==> src/rtl/swallow_pkg.sv <==
package swallow_pkg;
    localparam int A_W    = 6;
    localparam int B_W    = 12;
    localparam int PSEL_W = 2;
    localparam int PC_W   = 5;
    localparam int B_MIN  = 3;

    // base modulus P for a select code; the reserved code runs as 16
    function automatic logic [PC_W-1:0] base_mod(input logic [PSEL_W-1:0] sel);
        logic [PC_W-1:0] p;
        case (sel)
            2'b00:   p = PC_W'(4);
            2'b01:   p = PC_W'(8);
            default: p = PC_W'(16);
        endcase
        return p;
    endfunction

    typedef struct packed {
        logic [A_W-1:0]  a_cnt;
        logic [B_W-1:0]  b_cnt;
        logic [PC_W-1:0] pval;
        logic            pulse;
    } ctrl_st_t;
endpackage

==> src/rtl/sd_prescaler.sv <==
module sd_prescaler
    import swallow_pkg::*;
(
    input  logic            clk,
    input  logic            rst_n,
    input  logic            clear,
    input  logic            mod_hi,
    input  logic [PC_W-1:0] pval,
    output logic            tick
);
    logic [PC_W-1:0] cnt_d, cnt_q;
    logic [PC_W-1:0] term;

    always_comb begin
        // terminal count: P cycles, or P+1 while swallowing
        term  = mod_hi ? pval : pval - PC_W'(1);
        tick  = !clear && (cnt_q == term);
        cnt_d = (clear || tick) ? '0 : cnt_q + PC_W'(1);
    end

    always_ff @(posedge clk or negedge rst_n) begin
        if (!rst_n) cnt_q <= '0;
        else        cnt_q <= cnt_d;
    end
endmodule

==> src/rtl/sd_swallow_ctrl.sv <==
module sd_swallow_ctrl
    import swallow_pkg::*;
(
    input  logic              clk,
    input  logic              rst_n,
    input  logic              hold,
    input  logic              tick,
    input  logic [A_W-1:0]    a_val,
    input  logic [B_W-1:0]    b_val,
    input  logic [PSEL_W-1:0] p_sel,
    output logic              load,
    output logic              mod_hi,
    output logic [PC_W-1:0]   pval,
    output logic              pulse
);
    ctrl_st_t st_d, st_q;

    always_comb begin
        st_d       = st_q;
        st_d.pulse = 1'b0;
        load       = hold || (st_q.b_cnt == '0);
        if (load) begin
            st_d.a_cnt = a_val;
            st_d.b_cnt = b_val;
            st_d.pval  = base_mod(p_sel);
        end else if (tick) begin
            if (st_q.b_cnt <= B_W'(1)) begin
                // B expired: reload both counters and emit the pulse
                st_d.a_cnt = a_val;
                st_d.b_cnt = b_val;
                st_d.pval  = base_mod(p_sel);
                st_d.pulse = 1'b1;
            end else begin
                st_d.b_cnt = st_q.b_cnt - B_W'(1);
                if (st_q.a_cnt != '0) st_d.a_cnt = st_q.a_cnt - A_W'(1);
            end
        end
        mod_hi = (st_q.a_cnt != '0);
        pval   = st_q.pval;
        pulse  = st_q.pulse;
    end

    always_ff @(posedge clk or negedge rst_n) begin
        if (!rst_n) st_q <= '0;
        else        st_q <= st_d;
    end
endmodule

==> src/rtl/sd_cfg_check.sv <==
module sd_cfg_check
    import swallow_pkg::*;
(
    input  logic              clk,
    input  logic              rst_n,
    input  logic [A_W-1:0]    a_val,
    input  logic [B_W-1:0]    b_val,
    input  logic [PSEL_W-1:0] p_sel,
    output logic              err
);
    logic err_d, err_q;

    always_comb begin
        err_d = (B_W'(a_val) > b_val) || (b_val < B_W'(B_MIN)) || (p_sel == '1);
        err   = err_q;
    end

    always_ff @(posedge clk or negedge rst_n) begin
        if (!rst_n) err_q <= 1'b0;
        else        err_q <= err_d;
    end
endmodule

==> src/rtl/swallow_divider.sv <==
module swallow_divider
    import swallow_pkg::*;
(
    input  logic              clk,
    input  logic              rst_n,
    input  logic              hold,
    input  logic [PSEL_W-1:0] p_sel,
    input  logic [A_W-1:0]    a_val,
    input  logic [B_W-1:0]    b_val,
    output logic              mod_ctrl,
    output logic              div_out,
    output logic              cfg_err
);
    logic            load, mod_hi, tick, pulse;
    logic [PC_W-1:0] pval;

    sd_swallow_ctrl u_ctrl (
        .clk(clk), .rst_n(rst_n), .hold(hold), .tick(tick),
        .a_val(a_val), .b_val(b_val), .p_sel(p_sel),
        .load(load), .mod_hi(mod_hi), .pval(pval), .pulse(pulse)
    );

    sd_prescaler u_pre (
        .clk(clk), .rst_n(rst_n), .clear(load), .mod_hi(mod_hi),
        .pval(pval), .tick(tick)
    );

    sd_cfg_check u_cfg (
        .clk(clk), .rst_n(rst_n), .a_val(a_val), .b_val(b_val),
        .p_sel(p_sel), .err(cfg_err)
    );

    assign mod_ctrl = mod_hi;
    assign div_out  = pulse;
endmodule

==> config.mk <==
export PLATFORM = sky130hd
export DESIGN_NAME = swallow_divider
export DESIGN_NICKNAME = d
export VERILOG_FILES = /design/src/rtl/swallow_pkg.sv /design/src/rtl/sd_prescaler.sv /design/src/rtl/sd_swallow_ctrl.sv /design/src/rtl/sd_cfg_check.sv /design/src/rtl/swallow_divider.sv
export SDC_FILE = /design/constraint.sdc
export NUM_CORES = 1
export LEC_CHECK = 0
export CAP_MARGIN = 40
export CORE_AREA = 5 5 67 63
export DETAILED_ROUTE_END_ITERATION = 10
export DIE_AREA = 0 0 72 68
export DONT_BUFFER_PORTS = 1
export HOLD_SLACK_MARGIN = 0.03
export PLACE_DENSITY = 0.74
export SETUP_SLACK_MARGIN = 0.4
export SYNTH_ARGS = -nofsm -noshare
export SYNTH_HDL_FRONTEND = slang
export SYNTH_SLANG_ARGS = --single-unit
==> constraint.sdc <==
create_clock -name clk -period 6.2 [get_ports clk]
set_input_delay 0.62 -clock clk [delete_from_list [all_inputs] [get_ports clk]]
set_output_delay 0.62 -clock clk [all_outputs]
set_load 0.1 [all_outputs]
==> results of run 1 <==
[power breakdown]
| group | leakage (nW) | switching [W] | internal [W] |
|---|---|---|---|
| logic | 0.499 | 0.0000806 | 0.0000530 |
| registers | 0.346 | 0.0000272 | 0.000203 |
| clock network | 0.0216 | 0.0000562 | 0.0000437 |
| total | 0.867 | 0.000164 | 0.000300 |
[cells in the final DEF, fill, tap and decap left out, types with 3 or more instances in the layout]
master,count
a21oi_1,8
a221o_1,5
a311o_1,3
a32oi_1,3
and2_1,3
and3_1,7
clkbuf_8,3
dfrtp_1,28
ha_1,13
inv_1,16
nand2_1,24
nand3_1,7
nand3b_1,3
nor2_1,19
nor2b_1,5
nor3_1,8
nor4_1,4
o211ai_1,6
o21a_1,4
o21ai_0,10
o21ai_2,3
o311ai_1,3
xnor2_1,4
xor2_1,3
[stage by stage]
stage	cell area (µm²)	cells
floorplan	1990	224
global placement	2010	266
detailed placement	2010	266
CTS	2070	270
global route	2070	270
finish	2070	270
[path summary, 6_finish.rpt]
check                                   to  slack, ns
max                        u_ctrl.st_q[18]       3.17
min                        u_ctrl.st_q[13]       0.15
max reg2reg                u_ctrl.st_q[18]       3.17
min reg2reg                 u_pre.cnt_q[0]       0.53
max in group asynchronous   u_pre.cnt_q[3]       5.89
min in group clk            u_ctrl.st_q[6]       0.46
[flip-flops by register name, summed over array words and instances, names as in the netlist]
signal	count
u_ctrl.st_q	18
u_pre.cnt_q	5
u_ctrl.pval	3
u_cfg.err	1
u_ctrl.pulse	1
[per-layer routing]
layer / GRT usage / wire [µm] / vias to the layer above
li1: - / - / 826
met1: 0.295 / 2240 / 804
met2: 0.339 / 2090 / 75
met3: 0.0543 / 429 / 4
met4: 0.0469 / 29 / 0
met5: 0 / 0 / -
[logic make-up after synthesis]
family | Yosys count | synth area share
fa+ha+maj | 13 | 0.0819
xor+xnor | 7 | 0.0309
mux | 1 | 0.00567
compound gates | 58 | 0.227
buf+inv | 23 | 0.0554
flops | 28 | 0.353
simple gates | 94 | 0.246
[worst max-delay path: stages, from the launching register on]
cell	delay, ns
dfrtp_1	0.44
inv_1	0.10
ha_1	0.26
nand2b_1	0.19
nor2_4	0.16
inv_2	0.25
a32oi_1	0.43
or2_1	0.59
nor3_1	0.14
a311o_1	0.36
[area by class of cell]
type / instances / area, µm² / area share
multi-input cells: 173 / 1170 / 0.567
repair buffers: 3 / 35.0 / 0.0169
flip-flops and latches: 28 / 701 / 0.338
well taps: 46 / 57.6 / 0.0278
inverters: 17 / 63.8 / 0.0308
clock buffers: 3 / 41.3 / 0.0199
==> flow_summary.json, run 1 <==
{
  "cts_sinks": 28,
  "drive_above_1_share": 0.0893,
  "postRouteWirelength_um": 4790,
  "first_pass_iters": 5,
  "io_pins": 26,
  "clk_path_buf_depth": 2,
  "grt.overflow.total": 0,
  "finish.utilization": 0.589,
  "rsz0062_at_grt": "false",
  "cts_resized": 0,
  "critPathMaxFanout": 16,
  "fp.dieW_um": 72,
  "synthesis.instances": 224,
  "start_util": 0.564,
  "synth_edf_count": 0,
  "yosysTopAreaCell": "dfrtp_1",
  "cts_buffers": 3,
  "worst_pin_slew_ns": 0.880,
  "fin_crit_sh": 0.489,
  "drtIter0Drc": 180,
  "power_w": 0.000464,
  "finalHoldViolCount": 0,
  "antenna_found_initial": 0,
  "die_h_um": 68,
  "cts_tree": "yes",
  "power_density_nw_per_um2": 224,
  "fin_hold_ws_ns": 0.152,
  "cp-startpoint": "u_ctrl.st_q[18]",
  "routed_via_density": 6.33,
  "wl_per_cell_um": 17.7,
  "globalplace.congestion": 0.874,
  "setup_tns_ns": 0,
  "slew_viol_final": 0,
  "diodes": 0,
  "end_kind": "register",
  "die-area_um2": 4900,
  "cap_violations": 0,
  "synth_most_common_cell": "dfrtp_1",
  "timing.final.ws_setup_ns": 3.17,
  "ys_types": 47,
  "grt_pass1_wl_um": 8090,
  "syn_avg_cell_area_um2": 8.86,
  "antenna_left": 0,
  "ys.flop_type": "dfrtp_1",
  "max_freq_ghz": 0.330,
  "status": "complete, no violations",
  "grt_pass1_vias": 1617,
  "synth_area_leaders": "dfrtp_1, ha_1, nand2_1",
  "finalClockSkew_ns": 0.00663,
  "ys_seq_elements": 28,
  "grt_start_max_net_pins": 29,
  "area_delta_synth_final_pct": 4.41,
  "syn_nets": 260,
  "synthArstFlopShare": 1.00,
  "finalSetupViolCount": 0,
  "remaining_drc_errors": 0,
  "relSlewSlack": 0.413,
  "fillers": 324,
  "clock_latency_ns": 0.28,
  "htreeDepth": 1,
  "ir_drop_uv": 146,
  "yosys.area.top_type_share": 0.353,
  "dp_hpwl_um": 3510,
  "critPathArrivalTime_ns": 3.20,
  "core-area_um2": 3520,
  "rows": 21,
  "postCtsSetupRepairBufs": 0,
  "regToRegStartpoint": "u_ctrl.st_q[18]",
  "synthesis.area_um2": 1990,
  "synthTopCellsByCount": "dfrtp_1, nand2_1, nor2_1",
  "post-place-ws_ns": 3.24,
  "root_buffer": "clkbuf_8",
  "power_leakage_nw": 0.867,
  "layout.nets": 262,
  "grt_usage": 0.214,
  "cts_hold_buf": 1,
  "min_path_type": "in -> async",
  "rr_worst_depth": 9,
  "yosys_warnings": 0,
  "clk_pin_slew_ns": 0.10,
  "yosysSeqAreaShare": 0.353,
  "worstSetupStartpointType": "register",
  "io_buffers": 0,
  "period_minus_slack_ns": 3.03,
  "via_count": 1709,
  "worstPathRequired_ns": 6.36,
  "critical_path_class": "reg -> reg"
}
No activity file was read; power rests on OpenSTA's default activity.
==> run 2: changes to the inputs <==
ABC_AREA = 1   (was default)
CORE_AREA = 5 5 75 70   (was 5 5 67 63)
DIE_AREA = 0 0 80 75   (was 0 0 72 68)
PLACE_DENSITY = 0.75   (was 0.74)
clock period = 2.45 ns   (was 6.2 ns; I/O delays follow)
==> run 2 against run 1 <==
  * Sequential power rose to 3.3 times the previous value
  * Worst setup slack worse by 2.7 ns
  * Final cell count up 60%
  * Area after synthesis up 23%
  * Design area up 30%
  * Core utilization up 2.8 points
  * Hold slack worse by 0.067 ns
==> flow_summary.json, run 2 <==
{
  "status": "complete, no violations",
  "globalplace.congestion": 0.896,
  "syn_avg_cell_area_um2": 6.73,
  "cap_violations": 0,
  "grt.overflow.total": 0,
  "dp_hpwl_um": 4440,
  "slew_viol_final": 0,
  "finalInstanceArea_um2": 2700,
  "power_density_nw_per_um2": 977,
  "ys_seq_elements": 28,
  "layout.nets": 407,
  "switching_share": 0.504,
  "grtUsageMet3": 0.0514,
  "synthArstFlopShare": 1.00,
  "worstPathRequired_ns": 2.64,
  "fp.dieW_um": 80,
  "antenna_left": 0,
  "hold_end": "u_ctrl.st_q[12]",
  "grt_pass1_vias": 2112,
  "rr_endpoint": "u_ctrl.st_q[19]",
  "cts_tree": "yes",
  "switchingPower_w": 0.00133,
  "min_path_type": "in -> reg",
  "synth_area_leaders": "dfrtp_1, nand2_1, nand3_1",
  "pwr-share-clk": 0.114,
  "top_usage_layer": "met2",
  "yosys.area.top_type_share": 0.286,
  "p_comb_frac": 0.594,
  "htreeDepth": 1,
  "cts_sinks": 28,
  "relSlewSlack": 0.412,
  "ys.flop_type": "dfrtp_1",
  "regToRegStartpoint": "u_ctrl.st_q[6]",
  "diodes": 0,
  "ir_drop_uv": 533,
  "remaining_drc_errors": 0,
  "synth_most_common_cell": "nand2_1",
  "final_common_cell": "nand2_1",
  "ys_types": 38,
  "sequentialPowerShare": 0.292,
  "critical_path_class": "reg -> reg",
  "dp_cells": 421,
  "syn_nets": 400,
  "final_cell_mix": "nand2_1, nand3_1, inv_1, nor2_1, dfrtp_1",
  "fin_crit_sh": 0.796,
  "drive_above_1_share": 0.114,
  "io_pins": 26,
  "postRouteWirelength_um": 6070,
  "final_cells": 432,
  "first_pass_iters": 5,
  "clk_pin_slew_ns": 0.10,
  "rr_worst_depth": 7,
  "synthesis.area_um2": 2450,
  "core-area_um2": 4370,
  "finalSetupViolCount": 0,
  "p_int_w": 0.00131,
  "grt_pass1_wl_um": 9890,
  "min_path_cells": 2,
  "critPathMaxFanout": 20,
  "drtIter0Drc": 173,
  "root_buffer": "clkbuf_8",
  "timing.final.ws_setup_ns": 0.499,
  "die-area_um2": 6000,
  "postPlaceCellArea_um2": 2520,
  "synthesis.instances": 364,
  "yosys_warnings": 0,
  "finalClockSkew_ns": 0.00542,
  "finalHoldViolCount": 0,
  "cts_buffers": 3,
  "via_count": 2358,
  "clk_path_buf_depth": 2,
  "yosysTopAreaCell": "dfrtp_1",
  "period_minus_slack_ns": 1.95,
  "start_util": 0.560,
  "critPathArrivalTime_ns": 2.14,
  "power_leakage_nw": 1.37,
  "reg2reg_slack_ns": 0.50,
  "largest_reg_flops": 18,
  "area_delta_synth_final_pct": 10.2,
  "yosysSeqAreaShare": 0.286,
  "io_buffers": 0,
  "setup_tns_ns": 0,
  "worst_pin_slew_ns": 0.882,
  "grtUsageMet1": 0.295,
  "min-delay-start": "b_val[6]",
  "clock_latency_ns": 0.28,
  "die_h_um": 75,
  "worstSetupStartpointType": "register",
  "grt_start_max_net_pins": 29,
  "routed_via_density": 5.46,
  "wl_per_cell_um": 14.0,
  "synth_edf_count": 0,
  "synthTopCellsByCount": "nand2_1, nand3_1, inv_1",
  "antenna_found_initial": 0,
  "post-place-ws_ns": 0.343,
  "max_freq_ghz": 0.513,
  "end_kind": "register",
  "grt_use_met2": 0.336,
  "regMostFlops": "u_ctrl.st_q",
  "rsz0062_at_grt": "false",
  "grt_usage": 0.209,
  "rows": 23
}
[run 2: cell count changes in the layout (fill, tap and decap cells not counted), sizes merged, moves of 7 or more]
cell	before	now
nand3	7	53
nand2	24	118
nor2	22	36
inv	17	41
and3	7	0
nand4	2	15
[run 2: logic make-up (layout without fill, tap and decap cells)]
| family | Yosys count | after routing | synth area share |
|---|---|---|---|
| adder cells (fa/ha/maj) | 13 | 13 | 0.0664 |
| AO/OA/AOI/OAI | 22 | 22 | 0.0669 |
| buffers and inverters | 51 | 57 | 0.0868 |
| XOR/XNOR | 9 | 9 | 0.0378 |
| AND/OR/NAND/NOR | 241 | 241 | 0.456 |
| flip-flops | 28 | 28 | 0.286 |
[run 2: critical path, cell delays in order (launching register included)]
cell and delay (ns):
dfrtp_1 0.43, inv_1 0.11, ha_1 0.26, a31oi_4 0.46
inv_4 0.20, o21bai_4 0.25, nand2_1 0.10, nand2_1 0.05
[run 2: worst max path at each step]
stage          slack [ns]  depth (start not counted)            start              end
2_1_floorplan        0.42                         10  u_ctrl.st_q[18]  u_ctrl.st_q[15]
3_3_place_gp         0.44                         11  u_ctrl.st_q[18]  u_ctrl.st_q[18]
3_5_place_dp         0.34                         11   u_ctrl.pval[2]  u_ctrl.st_q[18]
4_1_cts              0.43                         11  u_ctrl.st_q[18]   u_ctrl.pval[4]
5_1_grt              0.39                          8   u_ctrl.st_q[6]   u_ctrl.pval[4]
6_report             0.50                          7   u_ctrl.st_q[6]  u_ctrl.st_q[19]
[run 2: power groups by stage]
stage / logic (W) / registers, W / clock network (W)
after floorplan: 0.00119 / 0.000724 / 0
after detailed placement: 0.00141 / 0.000768 / 0
after CTS: 0.00146 / 0.000759 / 0.000306
after global routing: 0.00174 / 0.000790 / 0.000323
after global placement: 0.00140 / 0.000763 / 0
final: 0.00157 / 0.000770 / 0.000301
[run 2: cell type report]
cell class | count | area [µm²]
Timing Repair inverter | 1 | 5.00
Tap cell | 62 | 77.6
Multi-Input combinational cell | 285 | 1590
Fill cell | 395 | 1670
Sequential cell | 28 | 701
Clock buffer | 4 | 55.1
Timing Repair Buffer | 10 | 103
Inverter | 42 | 166
[run 2: through the flow]
step                hold WS [ns]  utilization  total power (W)
global route              0.0859        0.617          0.00286
global placement         -0.0495        0.577          0.00217
finish                    0.0852        0.617          0.00264
detailed placement       -0.0496        0.577          0.00218
floorplan                -0.0506            -          0.00192
CTS                       0.0882        0.600          0.00253
[run 2: what timing repair did]
action,CTS,global route
setup endpoints to repair,19,22
gates resized for setup,0,15
endpoints found under the hold margin,28,0
hold buffers,2,0
pin swaps,1,6
cloned,0,1
buffers inserted,2,2
[run 2: metal layers]
metal | part of all wire | wire length [µm]
met5 | 0 | 0
met4 | 0.0043 | 26
met3 | 0.087 | 529
met2 | 0.46 | 2760
met1 | 0.45 | 2750
==> run 3: changes to the inputs <==
CORE_AREA = 5 5 74 69   (was 5 5 75 70)
DIE_AREA = 0 0 79 74   (was 0 0 80 75)
PLACE_DENSITY = 0.74   (was 0.75)
clock period = 1.8 ns   (was 2.45 ns; I/O delays follow)
==> run 3 against run 2 <==
  * Critical path depth increased by 5
  * First-iteration DRC count grew 25%
  * Clock power rose by 37%
  * Core utilization rose by 12 points
  * Worst setup slack worse by 0.50 ns
  * Sequential cell count did not move
  * Hold slack lost 0.054 ns
  * Clock-buffer cell count unchanged
  * Critical path type unchanged
==> flow_summary.json, run 3 (synthesis gave the netlist of run 2 again) <==
{
  "regToRegStartpoint": "u_ctrl.st_q[18]",
  "fin_crit_sh": 0.998,
  "final_cell_mix": "nand2_1, nand3_1, inv_1, buf_4, dfrtp_1",
  "largest_reg_flops": 18,
  "switchingPower_w": 0.00203,
  "relSlewSlack": 0.790,
  "status": "complete, no violations",
  "grt_usage": 0.243,
  "fp.dieW_um": 79,
  "critPathArrivalTime_ns": 1.97,
  "io_pins": 26,
  "antenna_left": 0,
  "finalInstanceArea_um2": 3150,
  "postRouteWirelength_um": 6740,
  "dp_cells": 438,
  "wl_per_cell_um": 14.7,
  "min-delay-start": "b_val[4]",
  "worstPathRequired_ns": 1.98,
  "dr_wl_met2_um": 3050,
  "cts_sinks": 28,
  "dr.max_layer_used": "met4",
  "post-place-ws_ns": -0.0560,
  "final_cells": 458,
  "clk_path_buf_depth": 2,
  "clock_latency_ns": 0.28,
  "setup_tns_ns": 0,
  "postPlaceCellArea_um2": 2770,
  "cts_buffers": 3,
  "remaining_drc_errors": 0,
  "regMostFlops": "u_ctrl.st_q",
  "timing.final.ws_setup_ns": 0.00371,
  "io_buffers": 0,
  "area_delta_synth_final_pct": 28.4,
  "grt_pass1_wl_um": 11500,
  "die-area_um2": 5850,
  "grt_start_max_net_pins": 29,
  "switching_share": 0.479,
  "period_minus_slack_ns": 1.80,
  "first_pass_iters": 5,
  "dp_hpwl_um": 4890,
  "worstSetupStartpointType": "register",
  "drtIter0Drc": 216,
  "core-area_um2": 4290,
  "cp-startpoint": "u_ctrl.st_q[18]",
  "slew_viol_final": 0,
  "grt.overflow.total": 0,
  "fillers": 335,
  "cts_tree": "yes",
  "critical_path_class": "reg -> reg",
  "end_kind": "register",
  "clk_pin_slew_ns": 0.11,
  "routed_via_density": 5.65,
  "htreeDepth": 1,
  "min_path_type": "in -> reg",
  "rows": 23,
  "grt_pass1_vias": 2478,
  "power_density_nw_per_um2": 1350,
  "worst_path_max_delay_cell": "dfrtp_1",
  "finalSetupViolCount": 0,
  "power_w": 0.00425,
  "rsz0062_at_grt": "true",
  "power_leakage_nw": 1.59,
  "crit_chain": "inv_2 > ha_4 > buf_6 > nand3_4 > nand2_2 > nand2_2 > a21oi_4 > nand3_4 > nand2_4 > nand2_4 > nand2_1 > nand2_1",
  "root_buffer": "clkbuf_8",
  "wl_met3_um": 510,
  "drive_above_1_share": 0.250,
  "start_util": 0.571,
  "die_h_um": 74,
  "final_common_cell": "nand2_1",
  "diodes": 0,
  "met1_length_um": 3080,
  "sequentialPowerShare": 0.236,
  "globalplace.congestion": 0.903,
  "via_count": 2586,
  "cap_violations": 0,
  "slowest_delay_ns": 0.41,
  "pwr-share-clk": 0.097,
  "critPathMaxFanout": 7,
  "finalHoldViolCount": 0,
  "worst_pin_slew_ns": 0.312,
  "antenna_found_initial": 0,
  "ir_drop_uv": 893,
  "max_freq_ghz": 0.557,
  "finalClockSkew_ns": 0.00560,
  "p_int_w": 0.00221,
  "layout.nets": 445,
  "p_comb_frac": 0.666
}
## run 3: changes by cell type in the layout (fill, tap and decap cells not counted), sizes merged
cell         before  now
inv              41   42
clkinvlp          2    0
buf               9   40
dlygate4sd3       1    9
## run 3: area by class of cell
class,count,area (µm²),share of cell area
clock buffers,4,55.1,0.0175
flip-flops and latches,28,701,0.223
well taps,50,62.6,0.0199
multi-input cells,285,1720,0.547
inverters,42,163,0.0517
repair buffers,49,445,0.142
## run 3: worst max-delay path, delay by kind of cell (launching register included)
family | cells | cell delay, ns
AO/OA/AOI/OAI | 1 | 0.14
AND/OR/NAND/NOR | 8 | 0.81
buffers and inverters | 2 | 0.18
adder cells (fa/ha/maj) | 1 | 0.16
flip-flops | 1 | 0.41
## run 3: routing by layer
metal,global-route usage,vias up
met3,0.0266,9
met5,0,-
met2,0.398,76
li1,-,1282
met1,0.350,1219
met4,0.0573,0
## run 3: final timing paths
path,depth (start not counted),slack [ns],to
max in group asynchronous,2,1.29,u_ctrl.pval[3]
hold reg to reg,1,0.48,u_pre.cnt_q[0]
min in group asynchronous,2,0.34,u_ctrl.st_q[17]
setup / recovery,12,0.004,u_ctrl.st_q[18]
setup reg to reg,12,0.004,u_ctrl.st_q[18]
hold / removal,2,0.03,u_ctrl.st_q[10]
## run 3: metrics by stage
stage	util	hold slack, ns
2_1_floorplan	-	-0.116
3_3_place_gp	0.645	-0.115
3_5_place_dp	0.645	-0.115
4_1_cts	0.714	0.0303
5_1_grt	0.734	0.0365
6_report	0.734	0.0312
## run 3: power by group through the flow
stage	Combinational (W)	Clock, W	Sequential [W]
floorplan	0.00170	0	0.000997
global placement	0.00228	0	0.000995
detailed placement	0.00232	0	0.00100
CTS	0.00264	0.000420	0.000993
global route	0.00311	0.000436	0.00103
finish	0.00283	0.000413	0.00100
## run 3: what timing repair did
action	4_1_cts	5_1_grt
pin swaps	9	7
setup endpoints to repair	28	28
hold buffers	9	1
gates resized for setup	29	17
setup buffers	4	2
hold endpoints to repair	35	1
